<file path="src/rtl/memmap_pkg.sv">
package memmap_pkg;
  localparam int ROM_PAGE_W = 3;
  localparam int RAM_PAGE_W = 4;
  localparam int LATCH_W    = 1 + ROM_PAGE_W + RAM_PAGE_W;

  // bit order follows the data bus: mode on top, ROM page, RAM page at the bottom
  typedef struct packed {
    logic                  ram_mode;
    logic [ROM_PAGE_W-1:0] rom_page;
    logic [RAM_PAGE_W-1:0] ram_page;
  } page_state_t;

  // 16KB quarters of the CPU space, from A15..A14
  typedef enum logic [1:0] {
    QTR_LOW   = 2'b00,
    QTR_MID   = 2'b01,
    QTR_PAGED = 2'b10,
    QTR_TOP   = 2'b11
  } quarter_t;
endpackage

</file>
<file path="src/rtl/memmap_page_latch.sv">
module memmap_page_latch
  import memmap_pkg::*;
#(
  parameter int DATA_W = 8
) (
  input  logic              clk,
  input  logic              rst_n,
  input  logic              we,
  input  logic [DATA_W-1:0] din,
  output page_state_t       state
);
  always_ff @(posedge clk) begin
    if (!rst_n)  state <= '0;
    else if (we) state <= page_state_t'(din[LATCH_W-1:0]);
  end

  // a write lands in the next cycle
  assert_latch_load_R2: assert property (@(posedge clk) disable iff (!rst_n)
    we |=> (state == page_state_t'($past(din[LATCH_W-1:0]))));
  // without a write the state holds
  assert_latch_hold_R2: assert property (@(posedge clk) disable iff (!rst_n)
    !we |=> $stable(state));
endmodule

</file>
<file path="src/rtl/memmap_rom_decode.sv">
module memmap_rom_decode
  import memmap_pkg::*;
#(
  parameter int ROM_SPLIT = 1,
  parameter int GAME_PAGE = 7
) (
  input  logic [2:0]            addr_hi,
  input  logic                  rd_act,
  input  logic                  ram_mode,
  input  logic [ROM_PAGE_W-1:0] rom_page,
  output logic                  fixed_ce,
  output logic                  low_ce,
  output logic                  game_ce
);
  localparam logic [ROM_PAGE_W-1:0] PG_ZERO = '0;
  localparam logic [ROM_PAGE_W-1:0] PG_ONE  = ROM_PAGE_W'(1);
  localparam logic [ROM_PAGE_W-1:0] PG_GAME = ROM_PAGE_W'(GAME_PAGE);

  logic rom_win, lo8, hi8;
  always_comb begin
    rom_win = rd_act && !ram_mode && (addr_hi[2:1] == 2'b00);
    lo8     = rom_win && !addr_hi[0];
    hi8     = rom_win &&  addr_hi[0];
  end

  generate
    if (ROM_SPLIT != 0) begin : g_split
      // 16KB part answers page 0 in the upper 8KB
      always_comb begin
        fixed_ce = lo8 || (hi8 && rom_page == PG_ZERO);
        low_ce   = hi8 && rom_page == PG_ONE;
      end
    end else begin : g_three
      always_comb begin
        fixed_ce = lo8;
        low_ce   = hi8 && (rom_page == PG_ZERO || rom_page == PG_ONE);
      end
    end
  endgenerate

  assign game_ce = hi8 && rom_page == PG_GAME;
endmodule

</file>
<file path="src/rtl/memmap_ram_decode.sv">
module memmap_ram_decode
  import memmap_pkg::*;
#(
  parameter int RAM_64K = 1
) (
  input  quarter_t              quarter,
  input  logic                  mem_act,
  input  logic                  strap_hide,
  input  logic                  ram_mode,
  input  logic [RAM_PAGE_W-1:0] ram_page,
  output logic                  ram_sel,
  output logic                  dram_a15
);
  logic pg0, pg1, q_low, q_mid, q_paged, q_top, fold, extra;

  always_comb begin
    pg0     = ram_page == '0;
    pg1     = ram_page == RAM_PAGE_W'(1);
    q_low   = quarter == QTR_LOW;
    q_mid   = quarter == QTR_MID;
    q_paged = quarter == QTR_PAGED;
    q_top   = quarter == QTR_TOP;
    fold    = mem_act && !ram_mode && pg1 && q_paged;
    dram_a15 = quarter[1] && !fold;
  end

  generate
    if (RAM_64K != 0) begin : g_big
      always_comb begin
        extra = !strap_hide && ((ram_mode && pg0) ||
                                (!ram_mode && pg0 && (q_mid || q_paged)) ||
                                (!ram_mode && pg1 && q_paged));
      end
    end else begin : g_small
      // page-0 window in the third quarter is not gated by the strap
      always_comb begin
        extra = (pg0 && q_paged) ||
                (!strap_hide && ((ram_mode && pg0 && (q_low || q_paged)) ||
                                 (!ram_mode && pg1 && q_paged)));
      end
    end
  endgenerate

  assign ram_sel = mem_act && (q_top || extra);
endmodule

</file>
<file path="src/rtl/memmap_decoder.sv">
module memmap_decoder
  import memmap_pkg::*;
#(
  parameter int ROM_SPLIT = 1,
  parameter int RAM_64K   = 1,
  parameter int DATA_W    = 8,
  parameter int GAME_PAGE = 7
) (
  input  logic              clk,
  input  logic              rst_n,
  input  logic [2:0]        addr_hi,
  input  logic              mreq_n,
  input  logic              rd_n,
  input  logic              page_we,
  input  logic [DATA_W-1:0] page_din,
  input  logic              strap_hide,
  output logic              rom_fixed_ce,
  output logic              rom_low_ce,
  output logic              rom_game_ce,
  output logic              ram_sel,
  output logic              dram_a15
);
  page_state_t state;
  logic        mem_act, rd_act;
  quarter_t    quarter;

  assign mem_act = !mreq_n;
  assign rd_act  = !mreq_n && !rd_n;
  assign quarter = quarter_t'(addr_hi[2:1]);

  memmap_page_latch #(.DATA_W(DATA_W)) u_latch (
    .clk(clk), .rst_n(rst_n), .we(page_we), .din(page_din), .state(state)
  );

  memmap_rom_decode #(.ROM_SPLIT(ROM_SPLIT), .GAME_PAGE(GAME_PAGE)) u_rom (
    .addr_hi(addr_hi), .rd_act(rd_act), .ram_mode(state.ram_mode),
    .rom_page(state.rom_page), .fixed_ce(rom_fixed_ce), .low_ce(rom_low_ce),
    .game_ce(rom_game_ce)
  );

  memmap_ram_decode #(.RAM_64K(RAM_64K)) u_ram (
    .quarter(quarter), .mem_act(mem_act), .strap_hide(strap_hide),
    .ram_mode(state.ram_mode), .ram_page(state.ram_page),
    .ram_sel(ram_sel), .dram_a15(dram_a15)
  );

  logic rom_any;
  assign rom_any = rom_fixed_ce || rom_low_ce || rom_game_ce;

  assert_rom_gated_R3: assert property (@(posedge clk) disable iff (!rst_n)
    rom_any |-> (!mreq_n && !rd_n && !state.ram_mode));
  assert_rom_onehot_R5: assert property (@(posedge clk) disable iff (!rst_n)
    $onehot0({rom_fixed_ce, rom_low_ce, rom_game_ce}));
  assert_top_ram_R6: assert property (@(posedge clk) disable iff (!rst_n)
    (!mreq_n && addr_hi[2:1] == 2'b11) |-> ram_sel);
  assert_strap_hide_R9: assert property (@(posedge clk) disable iff (!rst_n)
    (RAM_64K != 0 && strap_hide && addr_hi[2:1] != 2'b11) |-> !ram_sel);
  assert_low_half_a15_R10: assert property (@(posedge clk) disable iff (!rst_n)
    !addr_hi[2] |-> !dram_a15);
  assert_no_clash_R11: assert property (@(posedge clk) disable iff (!rst_n)
    !(rom_any && ram_sel));
  assert_idle_quiet_R11: assert property (@(posedge clk) disable iff (!rst_n)
    mreq_n |-> !(rom_any || ram_sel));
endmodule

</file>
<file path="config.mk">
export PLATFORM = sky130hd
export DESIGN_NAME = memmap_decoder
export DESIGN_NICKNAME = d
export VERILOG_FILES = /design/src/rtl/memmap_pkg.sv /design/src/rtl/memmap_page_latch.sv /design/src/rtl/memmap_rom_decode.sv /design/src/rtl/memmap_ram_decode.sv /design/src/rtl/memmap_decoder.sv
export SDC_FILE = /design/constraint.sdc
export NUM_CORES = 1
export LEC_CHECK = 0
export ABC_AREA = 1
export BUFFER_PORTS_ARGS = -buffer_cell sky130_fd_sc_hd__buf_2
export CORE_AREA = 2 2 39 41
export CTS_BUF_LIST = sky130_fd_sc_hd__clkbuf_2
export DETAILED_ROUTE_END_ITERATION = 16
export DIE_AREA = 0 0 41 43
export GPL_TIMING_DRIVEN = 0
export PLACE_DENSITY = 0.61
export SYNTH_ARGS = -nofsm -noshare
export SYNTH_HDL_FRONTEND = slang
export SYNTH_SLANG_ARGS = --single-unit
</file>
<file path="constraint.sdc">
create_clock -name clk -period 1.87 [get_ports clk]
set_clock_uncertainty 0.15 [all_clocks]
set_input_delay 0.0935 -clock clk [delete_from_list [all_inputs] [get_ports clk]]
set_output_delay 0.0935 -clock clk [all_outputs]
set_load 0.01 [all_outputs]
</file>
Word-level counts from Yosys, hierarchy flattened:

Cells that the tools add are included.

* equality and inequality tests: 6
* reduce and logical (&&, ||, !) cells: 33

Operators with widths (count)
* $logic_and 1x1->1: 19
* $logic_not 1->1: 6
* $logic_or 1x1->1: 5
* $eq 2x2->1 const B: 2
* $eq 4x1->1 const B: 1
* $logic_not 4->1: 1
* $eq 3x1->1 const B: 1
* $eq 3x3->1 const B: 1
* $logic_not 3->1: 1
* $eq 2x1->1 const B: 1
* $logic_not 2->1: 1

* register bits: 8
* input port bits: 17
* output and inout port bits: 5
* logic and storage cells: 42

Depth between registers and ports, before layout:

Gate-level depths: netlist of run 1.

* depth in word-level cells: 8
* depth in mapped cells: 6
* mapped depth without buffers: 6

Hierarchy:

Synthesis of run 1 repeated with hierarchy kept, for this count alone.

* cell total of the unflattened synthesis: 85
* area total of the unflattened synthesis: 535.5 um^2

Modules (own cells, without submodules)
* memmap_page_latch: times used 1, cells each 51, area an instance 356.6 um^2, seq. area each 160.2 um^2
* memmap_ram_decode: times used 1, cells each 19, area an instance 102.6 um^2, seq. area each 0.0 um^2
* memmap_rom_decode: times used 1, cells each 13, area an instance 68.8 um^2, seq. area each 0.0 um^2
* memmap_decoder: times used 1, cells each 2, area an instance 7.5 um^2, seq. area each 0.0 um^2

Worst setup path before layout of run 1:

No wires, ideal clock.

* path kind: register -> output
* start: reg u_latch.state[1] (netlist name)
* end: out ram_sel
* arrival: 764 ps
* required time: 1627 ps
* slack: 862 ps
* cell stages (with the launch flop): 6
* buffers on the path: 0
* cells stage by stage: dfxtp_1 nor2_1 nand2_1 nor2_1 nand2_1 a21oi_1

* word-level cells in the longest chain between the ends: 8
* elaborated cells between the ends (all ways): 12
* those cells by class: eq/ne (1); reduce/logical (11)

Ends and longest elaborated chain
* $logic_not 4->1: line memmap_ram_decode.sv:17 `pg0 = ram_page == '0;`
* $logic_and 1x1->1 (2 in a row): line memmap_ram_decode.sv:31 `(!ram_mode && pg0 && (q_mid || q_paged)) ||`
* $logic_or 1x1->1: line memmap_ram_decode.sv:30 `extra = !strap_hide && ((ram_mode && pg0) ||`
* $logic_or 1x1->1 *: line memmap_ram_decode.sv:31
* $logic_and 1x1->1 *: line memmap_ram_decode.sv:30
* $logic_or 1x1->1 *: line memmap_ram_decode.sv:44 `assign ram_sel = mem_act && (q_top || extra);`
* $logic_and 1x1->1 *: line memmap_ram_decode.sv:44
* end, declared: line memmap_decoder.sv:20 `output logic ram_sel,`

Mark *: on every way between the ends. The rest lies on a longest branch, timed or not.

==> results.txt, run 1 <==
----------------------------------------------------
[Setup path]
  Crit-path most repeated cell ... dlygate4sd3_1
  Number of buffers and inverters on the critical path ... 3
  Worst path arrival time ... 1.52 ns
  Highest fanout seen on the critical path ... 8
  Critical Path Start Type ... input port
  CP required ... 1.90 ns
  Nature of the critical path endpoint ... register
  Worst Path Class, Setup ... in -> reg
  Family with the most delay on the worst path ... buffers and inverters
  Critical Path Max Stage Delay ... 0.55 ns
  Critical Path, Cell by Cell ... dlygate4sd3_1 -> buf_2 -> o21ai_2 -> dlygate4sd3_1 -> a21oi_1
  Critical Path Slowest Stage Cell ... dlygate4sd3_1

[Pwr]
  Switching fraction of total power ... 28.2%
  Relative contribution of combinational cells to total power ... 23.3%
  PwrDens ... 562 mW/mm2
  Clock network fraction of total power ... 27.3%
  Total Power Consumption ... 380 uW
  Max rail drop VDD ... 0.280 mV
  Net Sw Power ... 107 uW
  Internal Pwr Total ... 273 uW
  Sequential share of power ... 49.4%
  Leakage power ... 0.000336 uW

[Timing]
  Final setup fails ... 0
  Maximum clock frequency ... 671 MHz
  Transition time of the tightest slew-check pin ... 0.162 ns
  Final hold viol count ... 0
  Worst hold slack after final layout ... 0.000715 ns
  Relative slew margins ... 89.1%
  Total count of max-transition violations in the final report ... 0
  Final cycle utilization of the critical path ... 79.7%
  Accumulated negative setup slack ... 0 ns
  RSZ-0062 raised after global routing ... no
  Min cycle time layout ... 1.49 ns

[Placement]
  Placed Instances ... 96
  I/O Buffers ... 21
  Global placement routability congestion ... 0.638
  Final HPWL from detailed placement ... 709 um

[Run]
  Maximum Capacitance Violations ... 0

[Global route]
  Initial antenna violation count ... 0
  Via count of the first global-routing pass ... 411
  Maximum number of pins on one net before global-route repair ... 11
  Total congestion overflow ... 0
  Wire length of the first global-routing pass ... 1430 um
  Total track usage ... 12.6%

[Worst hold path]
  Tightest Hold Check Type ... in -> reg

[Layout]
  Most frequent cells in the layout ... buf_2 (21), nor2_1 (13), dlygate4sd3_1 (10), dfxtp_1 (8), o21ai_0 (7)
  Register name with the most flops ... u_latch.state
  Count of filler cells inserted in the layout ... 151
  Max reg flops ... 8
  Diode insertion count for antenna repair ... 0
  Final core occ ... 48.9%
  Post-route non-filler standard cell count ... 109
  Most common library cell in the layout ignoring fill and taps ... buf_2
  Largest registers ... u_latch.state x8
  Post-layout nets ... 115
  Proportion of layout cells with a drive suffix above 1 ... 34.4%
  Area Overhead vs Synth ... 55.0%

[Synth]
  Top cell type's share of synthesized area ... 36.7%
  Main combinational cell family by area after synthesis ... simple AND/OR/NAND/NOR gates
  Flip-flop and latch count after synthesis ... 8
  Instance count of the mapped netlist ... 59
  Synth Area in Compound Gates ... 18.9%
  Synthesized area ... 437 um2
  Xor and xnor area share after synthesis ... 0%
  Synth Area in Adders ... 8.60%
  Multiplexer share of the synthesized area ... 0%
  Sequential element share of the synthesized area ... 36.7%
  Mean instance size in the synthesized netlist ... 7.40 um2
  Area fraction in and, or, nand and nor cells after synthesis ... 26.4%
  Nets in the synthesized netlist ... 79
  Cell variety after synth ... 15
  Top post-synthesis cells by area ... dfxtp_1 (37%), nor2_1 (11%), ha_1 (8.6%)
  Cell accounting for the most synthesized area ... dfxtp_1
  Synth warn ... 0

[Route]
  Wire length the detailed router placed on met1 ... 422 um
  Number of design-rule violations left by the first detailed-router iteration ... 8
  Residual DRC ... 0
  Wire length after detailed routing ... 977 um
  ANT nets after route ... 0
  Routed met3 length ... 83 um
  Post-DR wirelength/cell ... 8.96 um
  Routed wire length on met2 ... 452 um
  Vias after detailed routing ... 484
  Top routing layer used ... met4
  First-pass iteration count of the detailed router ... 4
  Vias per cell ... 4.44

[Clock network]
  Count of buffers added by post-CTS timing repair for setup ... 0
  Reg clk slew, reported paths ... 0.07 ns
  Clock tree from TritonCTS ... done
  Clk_lat worst skew ... 0.24 ns
  Resized Gates After CTS ... 0
  Sinks on Clock Net ... 8
  Inserted Clock Buffers ... 3
  H-tree depth ... 1
  Maximum clock insertion buffer count ... 2
  Number of hold-repair buffers added at the cts stage ... 9
  CTS root buf ... clkbuf_2

[Die]
  Placement row count ... 14
  Y dimension of the die ... 43 um
  Initial cell density of the core ... 31.6%
  Horiz. Die Dim ... 41 um
  Die Outline Area ... 0.00176 mm2
  IO Pins ... 22
  Placeable core region ... 0.00138 mm2

[Status]
  Result of the run ... finished, final reports clean

----------------------------------------------------
==> worst min-delay path, delay by kind of cell <==
family                 cells  cell delay (ns)
AO/OA/AOI/OAI              2             0.19
buffers and inverters      1             0.08
==> power groups by stage <==
stage,Combinational [uW],Sequential [uW],Clock (uW)
floorplan,40.8,191,0
global placement,71.0,192,0
detailed placement,72.5,192,0
CTS,87.5,188,106
global route,98.7,189,121
finish,88.5,188,104
==> path summary, 6_finish.rpt <==
check              startpoint          endpoint  slack (ns)  depth (start not counted)
min               page_din[7]  u_latch.state[7]      0.0007                          3
max reg2reg  u_latch.state[6]  u_latch.state[6]        1.09                          2
min reg2reg  u_latch.state[3]  u_latch.state[3]        0.32                          2
max                     rst_n  u_latch.state[0]        0.38                          5
==> cell usage after synthesis, drive strengths merged <==
library cell and instances:
nor2 14, o21ai 9, dfxtp 8, inv 8, a21oi 6, nand2 4
ha 3, nand3 3, buf 1, nand4 1, nor3 1, nor3b 1
==> routing by layer <==
layer | track usage, % | vias up
li1 | - | 259
met1 | 10.9 | 204
met2 | 20.0 | 18
met3 | 7.85 | 3
met4 | 8.00 | 0
met5 | 0 | -
==> logic make-up (layout without fill, tap and decap cells) <==
logic type | count (synthesis) | count (layout)
AOI/OAI and AO/OA | 15 | 15
adders and majority gates | 3 | 3
buffers and inverters | 9 | 43
DFF | 8 | 8
and+or+nand+nor | 24 | 24
==> cell type report <==
type / instances / area (um2) / share of cell area [%]
Sequential cell: 8 / 160 / 23.7
Inverter: 8 / 30.0 / 4.44
Buffer: 1 / 11.3 / 1.66
Timing Repair Buffer: 31 / 205 / 30.3
Clock buffer: 3 / 15.0 / 2.22
Multi-Input combinational cell: 42 / 235 / 34.8
Tap cell: 16 / 20.0 / 2.96
==> per-stage QoR <==
| stage | setup slack, ns | instance area (um2) |
|---|---|---|
| 6_report | 0.380 | 677 |
| 5_1_grt | 0.352 | 677 |
| 4_1_cts | 0.420 | 667 |
| 3_5_place_dp | 0.641 | 562 |
| 3_3_place_gp | 0.661 | 562 |
| 2_1_floorplan | 0.862 | 437 |
(Power assumes the default switching activity.)
==> run 2, diff against run 1 <==
- clock period: 1.87 -> 1.4 ns (I/O delays scaled with it)
==> run 2 against run 1 <==
Compared with the run above: die area unchanged; flip-flop and latch count unchanged; global-route usage unchanged; clock power increased by 33%; combinational power increased by 34%; largest power group unchanged.
==> results.txt, run 2 (synthesis results as in run 1) <==
----------------------------------------------------
[Setup path]
  Highest fanout seen on the critical path ... 2
  Critical Path Start Type ... register
  Number of buffers and inverters on the critical path ... 1
  Reg-to-Reg Start ... u_latch.state[1]
  Worst path arrival time ... 1.13 ns
  Family with the most delay on the worst path ... flip-flops
  Crit-path most repeated cell ... nand2_1
  FF-to-FF setup slack ... 0.62 ns
  Critical Path, Cell by Cell ... nor2_2 -> nand2_1 -> nor2_1 -> nand2_1 -> a21oi_2 -> buf_2
  Worst Path Class, Setup ... reg -> out
  Nature of the critical path endpoint ... primary output
  Critical Path Slowest Stage Cell ... dfxtp_2
  FF-to-FF path depth ... 2
  Startpoint of the most critical setup path ... u_latch.state[2]
  Reg2Reg Capture Point ... u_latch.state[1]
  Critical Path Max Stage Delay ... 0.32 ns
  CP required ... 1.18 ns

[Global route]
  Maximum number of pins on one net before global-route repair ... 11
  Initial antenna violation count ... 0
  Via count of the first global-routing pass ... 413
  Total congestion overflow ... 0
  Total track usage ... 12.6%
  Wire length of the first global-routing pass ... 1420 um

[Route]
  Vias per cell ... 4.46
  Number of design-rule violations left by the first detailed-router iteration ... 5
  ANT nets after route ... 0
  Vias after detailed routing ... 486
  First-pass iteration count of the detailed router ... 3
  Wire length after detailed routing ... 981 um
  Residual DRC ... 0
  Post-DR wirelength/cell ... 9.00 um

[Timing]
  Final setup fails ... 0
  Relative slew margins ... 89.2%
  Accumulated negative setup slack ... 0 ns
  Final cycle utilization of the critical path ... 96.3%
  Transition time of the tightest slew-check pin ... 0.161 ns
  Maximum clock frequency ... 742 MHz
  Total count of max-transition violations in the final report ... 0
  Min cycle time layout ... 1.35 ns
  RSZ-0062 raised after global routing ... yes
  Final hold viol count ... 0

[Die]
  Die Outline Area ... 0.00176 mm2
  Initial cell density of the core ... 31.6%
  Horiz. Die Dim ... 41 um
  Placement row count ... 14
  IO Pins ... 22
  Y dimension of the die ... 43 um
  Placeable core region ... 0.00138 mm2

[Pwr]
  Total Power Consumption ... 510 uW
  Clock network fraction of total power ... 27.1%
  Sequential share of power ... 49.5%
  Max rail drop VDD ... 0.383 mV
  PwrDens ... 745 mW/mm2
  Switching fraction of total power ... 28.3%
  Leakage power ... 0.000339 uW
  Net Sw Power ... 144 uW
  Relative contribution of combinational cells to total power ... 23.4%
  Internal Pwr Total ... 365 uW

[Clock network]
  Inserted Clock Buffers ... 3
  Maximum clock insertion buffer count ... 2
  Sinks on Clock Net ... 8
  Reg clk slew, reported paths ... 0.07 ns
  CTS root buf ... clkbuf_2
  Clk_lat worst skew ... 0.24 ns
  Clock tree from TritonCTS ... done
  H-tree depth ... 1
  Count of buffers added by post-CTS timing repair for setup ... 0

[Worst hold path]
  Hold_sp ... addr_hi[0]
  Worst hold path cell count ... 3
  Tightest Hold Check Type ... in -> out
  Endpoint, Worst Hold ... rom_fixed_ce

[Layout]
  Most common library cell in the layout ignoring fill and taps ... buf_2
  Proportion of layout cells with a drive suffix above 1 ... 37.6%
  Area Overhead vs Synth ... 56.7%
  Largest registers ... u_latch.state x8
  Diode insertion count for antenna repair ... 0
  Post-layout nets ... 115
  Max reg flops ... 8
  Most frequent cells in the layout ... buf_2 (21), nor2_1 (12), dlygate4sd3_1 (10), o21ai_0 (7), dfxtp_1 (7)
  Count of filler cells inserted in the layout ... 147
  Register name with the most flops ... u_latch.state

[Placement]
  Final HPWL from detailed placement ... 709 um
  I/O Buffers ... 21
  Global placement routability congestion ... 0.638

[Run]
  Maximum Capacitance Violations ... 0

[Status]
  Result of the run ... finished, final reports clean

----------------------------------------------------
run 2: cell counts in the layout (fill, tap and decap cells not counted):
Identical to the previous run, type by type.
run 2: power groups by stage:
| stage | sequential [uW] | clock (uW) | combinational (uW) |
|---|---|---|---|
| 2_1_floorplan | 255 | 0 | 54.4 |
| 3_3_place_gp | 256 | 0 | 94.9 |
| 3_5_place_dp | 256 | 0 | 96.9 |
| 4_1_cts | 251 | 142 | 118 |
| 5_1_grt | 254 | 162 | 133 |
| 6_report | 252 | 138 | 119 |
run 2: repair_timing:
item / CTS / global route
hold buffers: 10 / 0
endpoints found under the hold margin: 8 / 0
setup endpoints to repair: 0 / 2
resized for setup: 0 / 3
run 2: worst reg2reg max path, delay by kind of cell, from the launching register on:
kind | cells | cell delay (ns)
AO/OA/AOI/OAI | 1 | 0.16
flip-flops | 1 | 0.32
AND/OR/NAND/NOR | 1 | 0.05
run 2: worst max-delay path by stage:
stage	cells past startpoint	slack, ns	to
global placement	8	0.24	ram_sel
detailed placement	8	0.22	ram_sel
global route	6	-0.04	ram_sel
CTS	6	0.03	ram_sel
floorplan	5	0.42	ram_sel
finish	6	0.05	ram_sel
run 2: layer usage:
layer / vias to the layer above / GRT usage (%) / wire length [um]
met4: 0 / 8.00 / 24
met2: 16 / 20.0 / 448
met3: 3 / 7.85 / 72
met1: 206 / 10.9 / 435
met5: - / 0 / 0
li1: 261 / - / -
run 2: cell type report:
class                      count  area, um2  share of cell area (%)
sequential                     8        161                    23.6
tap                           16       20.0                    2.93
clock buffer                   3       15.0                    2.19
multi-input combinational     42        241                    35.3
inverter                       8       30.0                    4.39
timing repair buffer          31        205                    30.0
buffer                         1       11.3                    1.65
run 2: stage by stage:
| stage | setup slack (ns) | area (um2) | cells | utilization, % | hold WS (ns) |
|---|---|---|---|---|---|
| 2_1_floorplan | 0.416 | 437 | 59 | - | 0.0308 |
| 3_3_place_gp | 0.238 | 562 | 96 | 40.6 | 0.143 |
| 3_5_place_dp | 0.218 | 562 | 96 | 40.6 | 0.149 |
| 4_1_cts | 0.0336 | 677 | 109 | 48.9 | 0.263 |
| 5_1_grt | -0.0425 | 684 | 109 | 49.5 | 0.281 |
| 6_report | 0.0518 | 684 | 109 | 49.5 | 0.263 |
==> run 3, diff against run 2 <==
- ABC_AREA: 1 -> default
- PLACE_DENSITY: 0.61 -> 0.62
==> run 3 against run 2 <==
Compared with the run above: the flow now finishes with violations (negative setup slack); sequential share of layout area decreased by 0.11 points; wire length is 3.0% lower; utilization rose by 0.99 points; global-route usage down 0.15 points; final cell count down 14%; worst setup slack got worse by 0.17 ns; critical path depth fell by 2; clock power is 5% lower.
==> results.txt, run 3 <==
----------------------------------------------------
[Clock network]
  Maximum clock insertion buffer count ... 2
  H-tree depth ... 1
  Reg clk slew, reported paths ... 0.08 ns
  Sinks on Clock Net ... 8
  Clk_lat worst skew ... 0.22 ns
  Count of buffers added by post-CTS timing repair for setup ... 0
  Clock tree from TritonCTS ... done
  Inserted Clock Buffers ... 3
  CTS root buf ... clkbuf_2

[Synth]
  Xor and xnor area share after synthesis ... 0%
  Most common library cells after synthesis ... dfxtp_1 (8), mux2i_1 (8), nor2b_1 (8)
  Mean instance size in the synthesized netlist ... 9.79 um2
  Synthesized area ... 450 um2
  Count of flip-flops with a built-in enable after synthesis ... 0
  Sequential element share of the synthesized area ... 35.6%
  Top post-synthesis cells by area ... dfxtp_1 (36%), mux2i_1 (18%), nor2b_1 (11%)
  Flip-flop and latch count after synthesis ... 8
  Area fraction in and, or, nand and nor cells after synthesis ... 29.7%
  Cell variety after synth ... 18
  Top cell type's share of synthesized area ... 35.6%
  Synth Area in Adders ... 8.33%
  Main combinational cell family by area after synthesis ... simple AND/OR/NAND/NOR gates
  Synth warn ... 0
  Synth Area in Compound Gates ... 5.00%
  Cell accounting for the most synthesized area ... dfxtp_1
  Nets in the synthesized netlist ... 66
  Share of flip-flops with an asynchronous set or reset ... 0%
  Multiplexer share of the synthesized area ... 17.8%
  Most instantiated flip-flop cell in the synthesis netlist ... dfxtp_1
  Instance count of the mapped netlist ... 46

[Status]
  Result of the run ... finished, violations left
  Violated checks ... negative setup slack

[Layout]
  Proportion of layout cells with a drive suffix above 1 ... 39.7%
  Max reg flops ... 8
  Register name with the most flops ... u_latch.state
  Largest registers ... u_latch.state x8
  Post-layout nets ... 100
  Most frequent cells in the layout ... buf_2 (21), dlygate4sd3_1 (9), mux2i_1 (8), nor2b_1 (8), dfxtp_1 (7)
  Diode insertion count for antenna repair ... 0
  Area Overhead vs Synth ... 55.0%
  Count of filler cells inserted in the layout ... 142
  Most common library cell in the layout ignoring fill and taps ... buf_2

[Die]
  Placeable core region ... 0.00138 mm2
  Initial cell density of the core ... 32.5%
  Die Outline Area ... 0.00176 mm2
  IO Pins ... 22
  Y dimension of the die ... 43 um
  Placement row count ... 14
  Horiz. Die Dim ... 41 um

[Placement]
  Final HPWL from detailed placement ... 639 um
  Placement-stage worst setup slack ... 0.0715 ns
  Global placement routability congestion ... 0.660
  I/O Buffers ... 20

[Timing]
  Transition time of the tightest slew-check pin ... 0.229 ns
  Total count of max-transition violations in the final report ... 0
  Final hold viol count ... 0
  Maximum clock frequency ... 659 MHz
  Final cycle utilization of the critical path ... 108%
  Min cycle time layout ... 1.52 ns
  Min setup slack post-route ... -0.118 ns
  Worst hold slack after final layout ... 0.129 ns
  Relative slew margins ... 84.8%
  RSZ-0062 raised after global routing ... yes
  Final setup fails ... 4

[Global route]
  Maximum number of pins on one net before global-route repair ... 9
  Wire length of the first global-routing pass ... 1470 um
  Total congestion overflow ... 0
  Via count of the first global-routing pass ... 407
  Total track usage ... 12.4%
  Initial antenna violation count ... 0

[Pwr]
  PwrDens ... 713 mW/mm2
  Leakage power ... 0.000339 uW
  Max rail drop VDD ... 0.538 mV

[Setup path]
  Highest fanout seen on the critical path ... 2
  Nature of the critical path endpoint ... primary output
  Worst path arrival time ... 1.30 ns
  Worst Path Class, Setup ... reg -> out
  Critical Path Start Type ... register
  CP required ... 1.18 ns

[Route]
  Number of design-rule violations left by the first detailed-router iteration ... 1
  Vias per cell ... 4.43
  First-pass iteration count of the detailed router ... 2
  Residual DRC ... 0
  ANT nets after route ... 0
  Vias after detailed routing ... 416
  Wire length after detailed routing ... 952 um
  Post-DR wirelength/cell ... 10.1 um

[Run]
  Maximum Capacitance Violations ... 0

[Worst hold path]
  Tightest Hold Check Type ... in -> reg

----------------------------------------------------
## run 3: changes by cell type after synthesis, moves of 3 or more
cell | previous run | this run
o21ai_0 | 7 | 0
a21oi_1 | 6 | 0
nor2b_1 | 0 | 8
inv_1 | 6 | 3
mux2i_1 | 0 | 8
nor2_1 | 13 | 3
## run 3: final cells by class
class                           instances  area (um2)  share of cell area [%]
Sequential cell                         8         164                    23.5
Timing Repair Buffer                   29         190                    27.2
Multi-Input combinational cell         34         293                    41.9
Inverter                                3        11.3                    1.61
Buffer                                  1        5.00                   0.717
Tap cell                               16        20.0                    2.87
Clock buffer                            3        15.0                    2.15
## run 3: cell families after synthesis
| logic type | after synthesis |
|---|---|
| flops | 8 |
| compound gates | 3 |
| simple gates | 20 |
| mux | 8 |
| fa+ha+maj | 3 |
| buf+inv | 4 |
## run 3: metal layers
layer / vias up / wire [um] / track usage, %
li1: 223 / - / -
met1: 181 / 431 / 14.0
met2: 12 / 466 / 20.3
met3: 0 / 54 / 1.57
met4: 0 / 0 / 8.00
met5: - / 0 / 0
## run 3: path summary, 6_finish.rpt
check	from	endpoint	slack (ns)	cells past startpoint
worst max-delay path	u_latch.state[1]	ram_sel	-0.12	4
worst min-delay path	page_we	u_latch.state[7]	0.13	3
worst max register to register	u_latch.state[7]	u_latch.state[7]	0.60	2
worst min register to register	u_latch.state[2]	u_latch.state[2]	0.37	2
## run 3: timing repair
action	in CTS	in global routing
resized for setup	2	3
pin swaps	3	1
setup endpoints to repair	5	4
hold buffers	9	0
endpoints found under the hold margin	8	0
## run 3: where the power goes
group          internal [uW]  switching (uW)
combinational           68.7            44.7
sequential               241            12.5
clock                   58.5            72.6
total                    368             130
## run 3: per-stage QoR
step	instances	power, uW	setup TNS, ns	util, %	instance area [um2]
floorplan	46	310	0	-	450
global placement	82	348	0	41.2	571
detailed placement	82	349	0	41.2	571
CTS	94	501	-0.395	49.1	679
global route	94	525	-0.549	50.5	698
finish	94	498	-0.230	50.5	698
## run 3: critical path, stage by stage (launching register included)
cell	delay, ns
dfxtp_1	0.32
or3_4	0.40
nor3_2	0.11
a22o_1	0.13
buf_2	0.12
